--- config.mk ---
export PLATFORM = sky130hd
export DESIGN_NAME = pulse_tally_unit
export DESIGN_NICKNAME = d
export VERILOG_FILES = /design/src/rtl/pt_pkg.sv /design/src/rtl/pt_in_filter.sv /design/src/rtl/pt_chan_step.sv /design/src/rtl/pt_count_core.sv /design/src/rtl/pulse_tally_unit.sv
export SDC_FILE = /design/constraint.sdc
export NUM_CORES = 1
export LEC_CHECK = 0
export ABC_AREA = 1
export BUFFER_PORTS_ARGS = -buffer_cell sky130_fd_sc_hd__buf_2
export CORE_AREA = 4 4 154 156
export DETAILED_ROUTE_END_ITERATION = 10
export DIE_AREA = 0 0 158 160
export PLACE_DENSITY = 0.77
export REMOVE_ABC_BUFFERS = 1
export SKIP_LAST_GASP = 1
export SYNTH_ARGS = -nofsm -noshare
export SYNTH_HDL_FRONTEND = slang
export SYNTH_SLANG_ARGS = --single-unit
export TNS_END_PERCENT = 50
--- constraint.sdc ---
create_clock -name clk_i -period 5.15 [get_ports clk_i]
set_clock_uncertainty 0.15 [all_clocks]
set_input_delay 1.03 -clock clk_i [delete_from_list [all_inputs] [get_ports clk_i]]
set_output_delay 1.03 -clock clk_i [all_outputs]
set_load 0.1 [all_outputs]
--- src/rtl/pt_pkg.sv ---
package pt_pkg;
  typedef enum logic [1:0] {
    EDGE_HOLD = 2'd0, EDGE_INC = 2'd1, EDGE_DEC = 2'd2, EDGE_NOP = 2'd3
  } edge_act_e;

  typedef enum logic [1:0] {
    LVL_KEEP = 2'd0, LVL_FLIP = 2'd1, LVL_STOP = 2'd2, LVL_NOP = 2'd3
  } lvl_act_e;

  typedef struct packed {
    lvl_act_e  on_low;
    lvl_act_e  on_high;
    edge_act_e on_fall;
    edge_act_e on_rise;
  } ch_cfg_t;

  localparam int CH_CFG_W = $bits(ch_cfg_t);

  // event index order is visible in status and enable fields
  localparam int EV_THR1 = 0;
  localparam int EV_THR0 = 1;
  localparam int EV_LOW  = 2;
  localparam int EV_HIGH = 3;
  localparam int EV_ZERO = 4;
  localparam int EV_N    = 5;

  typedef enum logic [1:0] {
    ZC_POS_ZERO = 2'd0, ZC_NEG_ZERO = 2'd1, ZC_NEG_POS = 2'd2, ZC_POS_NEG = 2'd3
  } zc_mode_e;

  localparam logic [2:0] RA_MODE = 3'd0;
  localparam logic [2:0] RA_FILT = 3'd1;
  localparam logic [2:0] RA_THR  = 3'd2;
  localparam logic [2:0] RA_LIM  = 3'd3;
  localparam logic [2:0] RA_CTRL = 3'd4;
  localparam logic [2:0] RA_ICLR = 3'd5;
endpackage

--- src/rtl/pt_in_filter.sv ---
module pt_in_filter #(
  parameter int FLT_W = 10
) (
  input  logic             clk_i,
  input  logic             rst_ni,
  input  logic             en_i,
  input  logic [FLT_W-1:0] thr_i,
  input  logic             raw_i,
  output logic             flt_o
);
  logic [FLT_W-1:0] run_q;
  logic [FLT_W:0]   need;
  logic [FLT_W:0]   seen;

  always_comb begin
    need = en_i ? {1'b0, thr_i} : {{FLT_W{1'b0}}, 1'b1};
    seen = {1'b0, run_q} + 1'b1;
  end

  always_ff @(posedge clk_i or negedge rst_ni) begin
    if (!rst_ni) begin
      flt_o <= 1'b0;
      run_q <= '0;
    end else if (raw_i == flt_o) begin
      run_q <= '0;
    end else if (seen >= need) begin
      flt_o <= raw_i;
      run_q <= '0;
    end else begin
      run_q <= seen[FLT_W-1:0];
    end
  end


  flt_follow_chk: assert property (@(posedge clk_i) disable iff (!rst_ni)
    !$stable(flt_o) |-> flt_o == $past(raw_i));
endmodule

--- src/rtl/pt_chan_step.sv ---
module pt_chan_step
  import pt_pkg::*;
(
  input  logic              clk_i,
  input  logic              rst_ni,
  input  logic              pulse_i,
  input  logic              ctrl_i,
  input  ch_cfg_t           cfg_i,
  output logic signed [1:0] step_o
);
  logic      pulse_q;
  edge_act_e ea;
  lvl_act_e  la;
  logic signed [1:0] req;

  always_ff @(posedge clk_i or negedge rst_ni) begin
    if (!rst_ni) pulse_q <= 1'b0;
    else         pulse_q <= pulse_i;
  end

  always_comb begin
    ea = EDGE_HOLD;
    if (pulse_i && !pulse_q)      ea = cfg_i.on_rise;
    else if (!pulse_i && pulse_q) ea = cfg_i.on_fall;
    la = ctrl_i ? cfg_i.on_high : cfg_i.on_low;
    case (ea)
      EDGE_INC: req = 2'sd1;
      EDGE_DEC: req = -2'sd1;
      default:  req = 2'sd0;
    endcase
    case (la)
      LVL_KEEP: step_o = req;
      LVL_FLIP: step_o = -req;
      default:  step_o = 2'sd0;
    endcase
  end
endmodule

--- src/rtl/pt_count_core.sv ---
module pt_count_core
  import pt_pkg::*;
#(
  parameter int CNT_W  = 16,
  parameter int STEP_W = 3
) (
  input  logic                    clk_i,
  input  logic                    rst_ni,
  input  logic signed [STEP_W-1:0] step_i,
  input  logic                    clear_i,
  input  logic                    pause_i,
  input  logic [EV_N-1:0]         ev_en_i,
  input  logic signed [CNT_W-1:0] thr0_i,
  input  logic signed [CNT_W-1:0] thr1_i,
  input  logic signed [CNT_W-1:0] hlim_i,
  input  logic signed [CNT_W-1:0] llim_i,
  input  logic                    irq_en_i,
  input  logic                    irq_clr_i,
  output logic signed [CNT_W-1:0] cnt_o,
  output logic [EV_N+1:0]         status_o,
  output logic                    irq_raw_o,
  output logic                    irq_o
);
  logic signed [CNT_W-1:0] cnt_q, cnt_d, cand;
  logic signed [CNT_W:0]   sum;
  logic [EV_N-1:0]         hit, fire, flags_q;
  zc_mode_e                zc_q, zc_kind;
  logic                    live, irq_raw_q;
  logic                    old_pos, old_neg, new_pos, new_neg;

  always_comb begin
    live    = !clear_i && !pause_i && (step_i != '0);
    sum     = $signed({cnt_q[CNT_W-1], cnt_q}) + (CNT_W+1)'(step_i);
    cand    = sum[CNT_W-1:0];
    old_pos = cnt_q > 0;
    old_neg = cnt_q < 0;
    new_pos = cand > 0;
    new_neg = cand < 0;
    hit[EV_THR1] = live && (cand == thr1_i);
    hit[EV_THR0] = live && (cand == thr0_i);
    hit[EV_LOW]  = live && (step_i < 0) && (sum <= (CNT_W+1)'(llim_i));
    hit[EV_HIGH] = live && (step_i > 0) && (sum >= (CNT_W+1)'(hlim_i));
    hit[EV_ZERO] = live && ((old_pos && !new_pos) || (old_neg && !new_neg));
    if (old_pos) zc_kind = new_neg ? ZC_POS_NEG : ZC_POS_ZERO;
    else         zc_kind = new_pos ? ZC_NEG_POS : ZC_NEG_ZERO;
    fire = hit & ev_en_i;
    if (clear_i)                            cnt_d = '0;
    else if (!live)                         cnt_d = cnt_q;
    else if (fire[EV_HIGH] || fire[EV_LOW]) cnt_d = '0;
    else                                    cnt_d = cand;
  end

  always_ff @(posedge clk_i or negedge rst_ni) begin
    if (!rst_ni) begin
      cnt_q     <= '0;
      flags_q   <= '0;
      zc_q      <= ZC_POS_ZERO;
      irq_raw_q <= 1'b0;
    end else begin
      cnt_q   <= cnt_d;
      flags_q <= (irq_clr_i ? '0 : flags_q) | fire;
      if (fire[EV_ZERO]) zc_q <= zc_kind;
      if (|fire)          irq_raw_q <= 1'b1;
      else if (irq_clr_i) irq_raw_q <= 1'b0;
    end
  end

  assign cnt_o     = cnt_q;
  assign status_o  = {flags_q, zc_q};
  assign irq_raw_o = irq_raw_q;
  assign irq_o     = irq_raw_q & irq_en_i;


  clr_hold_chk: assert property (@(posedge clk_i) disable iff (!rst_ni)
    clear_i |=> cnt_q == '0);

  pause_hold_chk: assert property (@(posedge clk_i) disable iff (!rst_ni)
    (pause_i && !clear_i) |=> $stable(cnt_q));

  step_src_chk: assert property (@(posedge clk_i) disable iff (!rst_ni)
    (!$stable(cnt_q) && cnt_q != '0) |-> $past(step_i != '0));

  lim_zero_chk: assert property (@(posedge clk_i) disable iff (!rst_ni)
    $rose(flags_q[EV_HIGH]) |-> cnt_q == '0);

  irq_flag_chk: assert property (@(posedge clk_i) disable iff (!rst_ni)
    $rose(irq_raw_q) |-> flags_q != '0);
endmodule

--- src/rtl/pulse_tally_unit.sv ---
module pulse_tally_unit
  import pt_pkg::*;
#(
  parameter int NUM_CH = 2,
  parameter int CNT_W  = 16,
  parameter int FLT_W  = 10,
  parameter int DATA_W = 32,
  parameter int ADDR_W = 3
) (
  input  logic              clk_i,
  input  logic              rst_ni,
  input  logic [NUM_CH-1:0] pulse_i,
  input  logic [NUM_CH-1:0] ctrl_i,
  input  logic              ext_clr_i,
  input  logic              cfg_we_i,
  input  logic [ADDR_W-1:0] cfg_addr_i,
  input  logic [DATA_W-1:0] cfg_wdata_i,
  output logic [CNT_W-1:0]  count_o,
  output logic [EV_N+1:0]   status_o,
  output logic              irq_raw_o,
  output logic              irq_o
);
  localparam int ACT_W  = CH_CFG_W * NUM_CH;
  localparam int EV_LSB = ACT_W;
  localparam int FEN_B  = ACT_W + EV_N;
  localparam int N_IN   = 2 * NUM_CH;
  localparam int STEP_W = $clog2(NUM_CH + 1) + 1;

  logic [ACT_W-1:0]        act_q;
  logic [EV_N-1:0]         ev_en_q;
  logic                    flt_en_q;
  logic [FLT_W-1:0]        flt_thr_q;
  logic signed [CNT_W-1:0] thr0_q, thr1_q, hlim_q, llim_q;
  logic                    clr_q, pause_q, irq_en_q;
  logic                    irq_clr;

  always_ff @(posedge clk_i or negedge rst_ni) begin
    if (!rst_ni) begin
      act_q     <= '0;
      ev_en_q   <= '0;
      flt_en_q  <= 1'b0;
      flt_thr_q <= '0;
      thr0_q    <= '0;
      thr1_q    <= '0;
      hlim_q    <= '0;
      llim_q    <= '0;
      clr_q     <= 1'b0;
      pause_q   <= 1'b0;
      irq_en_q  <= 1'b0;
    end else if (cfg_we_i) begin
      case (cfg_addr_i)
        RA_MODE: begin
          act_q    <= cfg_wdata_i[ACT_W-1:0];
          ev_en_q  <= cfg_wdata_i[EV_LSB +: EV_N];
          flt_en_q <= cfg_wdata_i[FEN_B];
        end
        RA_FILT: flt_thr_q <= cfg_wdata_i[FLT_W-1:0];
        RA_THR: begin
          thr0_q <= cfg_wdata_i[CNT_W-1:0];
          thr1_q <= cfg_wdata_i[CNT_W +: CNT_W];
        end
        RA_LIM: begin
          hlim_q <= cfg_wdata_i[CNT_W-1:0];
          llim_q <= cfg_wdata_i[CNT_W +: CNT_W];
        end
        RA_CTRL: begin
          clr_q    <= cfg_wdata_i[0];
          pause_q  <= cfg_wdata_i[1];
          irq_en_q <= cfg_wdata_i[2];
        end
        default: ;
      endcase
    end
  end

  assign irq_clr = cfg_we_i && (cfg_addr_i == RA_ICLR) && cfg_wdata_i[0];

  // inputs 0..NUM_CH-1 are pulse lines, the rest control lines
  logic [N_IN-1:0] in_raw, in_flt;
  assign in_raw = {ctrl_i, pulse_i};

  for (genvar i = 0; i < N_IN; i++) begin : g_flt
    pt_in_filter #(.FLT_W(FLT_W)) u_flt (
      .clk_i (clk_i),
      .rst_ni(rst_ni),
      .en_i  (flt_en_q),
      .thr_i (flt_thr_q),
      .raw_i (in_raw[i]),
      .flt_o (in_flt[i])
    );
  end

  logic signed [1:0] ch_step [NUM_CH];

  for (genvar c = 0; c < NUM_CH; c++) begin : g_ch
    pt_chan_step u_ch (
      .clk_i  (clk_i),
      .rst_ni (rst_ni),
      .pulse_i(in_flt[c]),
      .ctrl_i (in_flt[NUM_CH + c]),
      .cfg_i  (ch_cfg_t'(act_q[c*CH_CFG_W +: CH_CFG_W])),
      .step_o (ch_step[c])
    );
  end

  logic signed [STEP_W-1:0] step_sum;
  always_comb begin
    step_sum = '0;
    for (int c = 0; c < NUM_CH; c++) step_sum = step_sum + STEP_W'(ch_step[c]);
  end

  logic signed [CNT_W-1:0] cnt;

  pt_count_core #(.CNT_W(CNT_W), .STEP_W(STEP_W)) u_core (
    .clk_i    (clk_i),
    .rst_ni   (rst_ni),
    .step_i   (step_sum),
    .clear_i  (clr_q || ext_clr_i),
    .pause_i  (pause_q),
    .ev_en_i  (ev_en_q),
    .thr0_i   (thr0_q),
    .thr1_i   (thr1_q),
    .hlim_i   (hlim_q),
    .llim_i   (llim_q),
    .irq_en_i (irq_en_q),
    .irq_clr_i(irq_clr),
    .cnt_o    (cnt),
    .status_o (status_o),
    .irq_raw_o(irq_raw_o),
    .irq_o    (irq_o)
  );

  assign count_o = cnt;
endmodule

==> run summary <==
Reg area: 0.00423 mm2
CTS Buffer Depth: 2
P&R area growth vs syn: 25.9%
CP Capture Type: flop
Area of the multi-input gates: 0.00626 mm2
Initial antenna violation count: 0
FMAX: 0.199 GHz
Clk slew on worst S/H paths: 0.08 ns
Routed WL: 31400 um
CTS tree: done
Die area: 0.0253 mm2
Crit path time final: 5.02 ns
Detail Route Antenna Nets: 0
Min-Delay Startpoint: u_core.flags_q[4]
Synth Instances: 1428
Period utilization: 97.5%
Ports: 68
Routability cong.: 0.981
Area leader, netlist: dfrtp_1
Startpoint types: flop
Clock Latency Late Sink: 0.44 ns
DR iter-0 viols: 735
Yosys warnings: 0
CTS H-Tree Depth: 4
Netlist cell types: 39
Routed WL per cell: 16.5 um
CP Max Fanout: 6
Hold/Removal Path Class: flop to flop
Via count: 10200
Worst Max-Slew Pin Slew: 0.750 ns
Hpwl dp: 23100 um
Die Y-Extent: 160 um
Worst Path Arrival: 5.21 ns
Post-synth EDFFs: 0
Post-Synthesis Cell Area: 0.0107 mm2
Main synth FF type: dfrtp_1
# port buffers: 67
Hold Crit Endpoint: u_core.flags_q[4]
Vias in the first global route: 9520
Flops & latches, synth: 169
Hold Path Cell Cnt: 2
DR vias/cell: 5.39
Avg Inst Size Synth: 7.52 um2
# placed instances: 1848
DRT Pass-1 Iters: 6
Most frequent cell after synthesis: nand2_1
Flop-to-flop setup slack: 0.13 ns
Final setup viols: 0
Max-Cap Viols: 0
Synth top cells by count: nand2_1, inv_1, dfrtp_1
CTS Root Cell: clkbuf_16
Final hold vios: 0
Std cell rows: 55
Most frequent CP cell: nand2_1
Req. time, crit path: 5.34 ns
N_diodes: 0
Clock sink count: 169
Initial Utilization: 48.0%
Status: finished, final reports clean
Fraction of layout cells with a size suffix above 1: 22.0%
Critical Path Max Stage Delay: 0.40 ns
Max-slew violation count: 0
Fill count: 1880
Largest net degree at the start of global routing: 92
Async S/R FF share, synth: 100%
Ranking of synthesized cells by area: dfrtp_1, nand2_1, ha_1, inv_1, o21ai_0
Crit Path Class: flop to flop
DRC: 0
Worst R2R Start: act_q[13]
Post-Layout Cell Count: 1899
Worst-case reg-to-reg path depth: 34
Width of the die: 158 um
Layout Nets: 1747
CORE AREA: 0.0224 mm2
CTS Hold Bufs: 0
Yosys top cell area share: 39.4%
Relative slew slack: 50.0%
First-pass GRT wire length: 48300 um
R2R Path End: u_core.irq_raw_o
Total GRT Usage: 24.1%
Critical path's slowest cell: dfrtp_1
Sequential fraction of the synthesis area: 39.4%
TritonCTS Buffers: 17
Gr ovfl total: 0
-- layer usage --
layer	GRT usage, %	wire length, um
met1	33.1	13300
met2	38.1	14800
met3	4.72	2230
met4	8.14	1100
met5	0	0
-- registers in the layout, summed over array words and instances (netlist names), 2 cells and up --
| register | flops |
|---|---|
| llim_q | 16 |
| u_core.zc_q | 2 |
| u_core.flags_q | 5 |
| u_core.cnt_o | 16 |
| g_ch.u_ch.pulse_q | 2 |
| thr0_q | 16 |
| flt_thr_q | 10 |
| g_flt.u_flt.flt_o | 4 |
| hlim_q | 16 |
| act_q | 16 |
| g_flt.u_flt.run_q | 40 |
| thr1_q | 16 |
| ev_en_q | 5 |
-- worst max-delay path, delay by kind of cell (launching register included) --
kind / cells / cell delay [ns]
AOI/OAI and AO/OA: 2 / 0.21
adders and majority gates: 3 / 0.80
buffers and inverters: 10 / 1.09
DFF: 1 / 0.40
and+or+nand+nor: 19 / 2.25
-- logic make-up (layout without fill, tap and decap cells) --
family,Yosys count,count (layout),share of synthesized area [%]
XOR/XNOR,34,34,2.77
AO/OA/AOI/OAI,194,194,9.57
flip-flops,169,169,39.4
adder cells (fa/ha/maj),103,103,12.2
multiplexers,2,2,0.186
buffers and inverters,255,441,8.94
AND/OR/NAND/NOR,671,671,27.0
-- worst max path at each step --
stage                            end            startpoint  cells after the start
floorplan            u_core.cnt_o[0]  g_flt[0].u_flt.flt_o                     28
global placement    u_core.irq_raw_o  g_ch[0].u_ch.pulse_q                     28
detailed placement   u_core.cnt_o[9]  g_ch[0].u_ch.pulse_q                     30
CTS                 u_core.cnt_o[12]             act_q[13]                     31
global route        u_core.irq_raw_o             act_q[13]                     33
finish              u_core.irq_raw_o             act_q[13]                     34
-- area by class of cell --
class	count	area share, %
repair buffers	176	9.05
flip-flops and latches	169	31.3
clock buffers	20	3.38
inverters	233	6.48
well taps	285	2.64
multi-input cells	1004	46.3
clock inverters	12	0.925
-- repair_timing --
item                                   4_1_cts  5_1_grt
endpoints found under the hold margin        0        0
gates cloned                                 0        1
pin swaps                                    0       52
resized for setup                           19      142
buffers inserted                             0       18
setup endpoints to repair                   17       19
-- cell usage in the layout, fill, tap and decap left out, types with 25 or more instances in the layout --
| master | synthesis | final |
|---|---|---|
| nand2_1 | 379 | 350 |
| inv_1 | 231 | 222 |
| dfrtp_1 | 169 | 169 |
| o21ai_0 | 138 | 117 |
| buf_4 | 1 | 101 |
| nand3_1 | 102 | 85 |
| nor2_1 | 87 | 78 |
| ha_1 | 100 | 75 |
| buf_2 | 0 | 66 |
| nand2_2 | 17 | 40 |
| nor3_1 | 31 | 28 |
| a21oi_1 | 34 | 26 |
| xor2_1 | 25 | 25 |
| ha_4 | 0 | 25 |
-- metrics by stage --
| stage | TNS, ns | hold slack (ns) | utilization [%] | instance area, um2 | worst slack (ns) |
|---|---|---|---|---|---|
| 2_1_floorplan | 0 | 0.243 | - | 10700 | 0.111 |
| 3_3_place_gp | 0 | 0.309 | 54.0 | 12100 | 0.00959 |
| 3_5_place_dp | -2.35 | 0.314 | 54.0 | 12100 | -0.186 |
| 4_1_cts | 0 | 0.333 | 57.0 | 12700 | 0.0143 |
| 5_1_grt | -1.26 | 0.353 | 60.5 | 13500 | -0.120 |
| 6_report | 0 | 0.337 | 60.5 | 13500 | 0.130 |
Power is not shown: default switching activity piles up to over one toggle a cycle in this logic, so the estimate is an artifact.
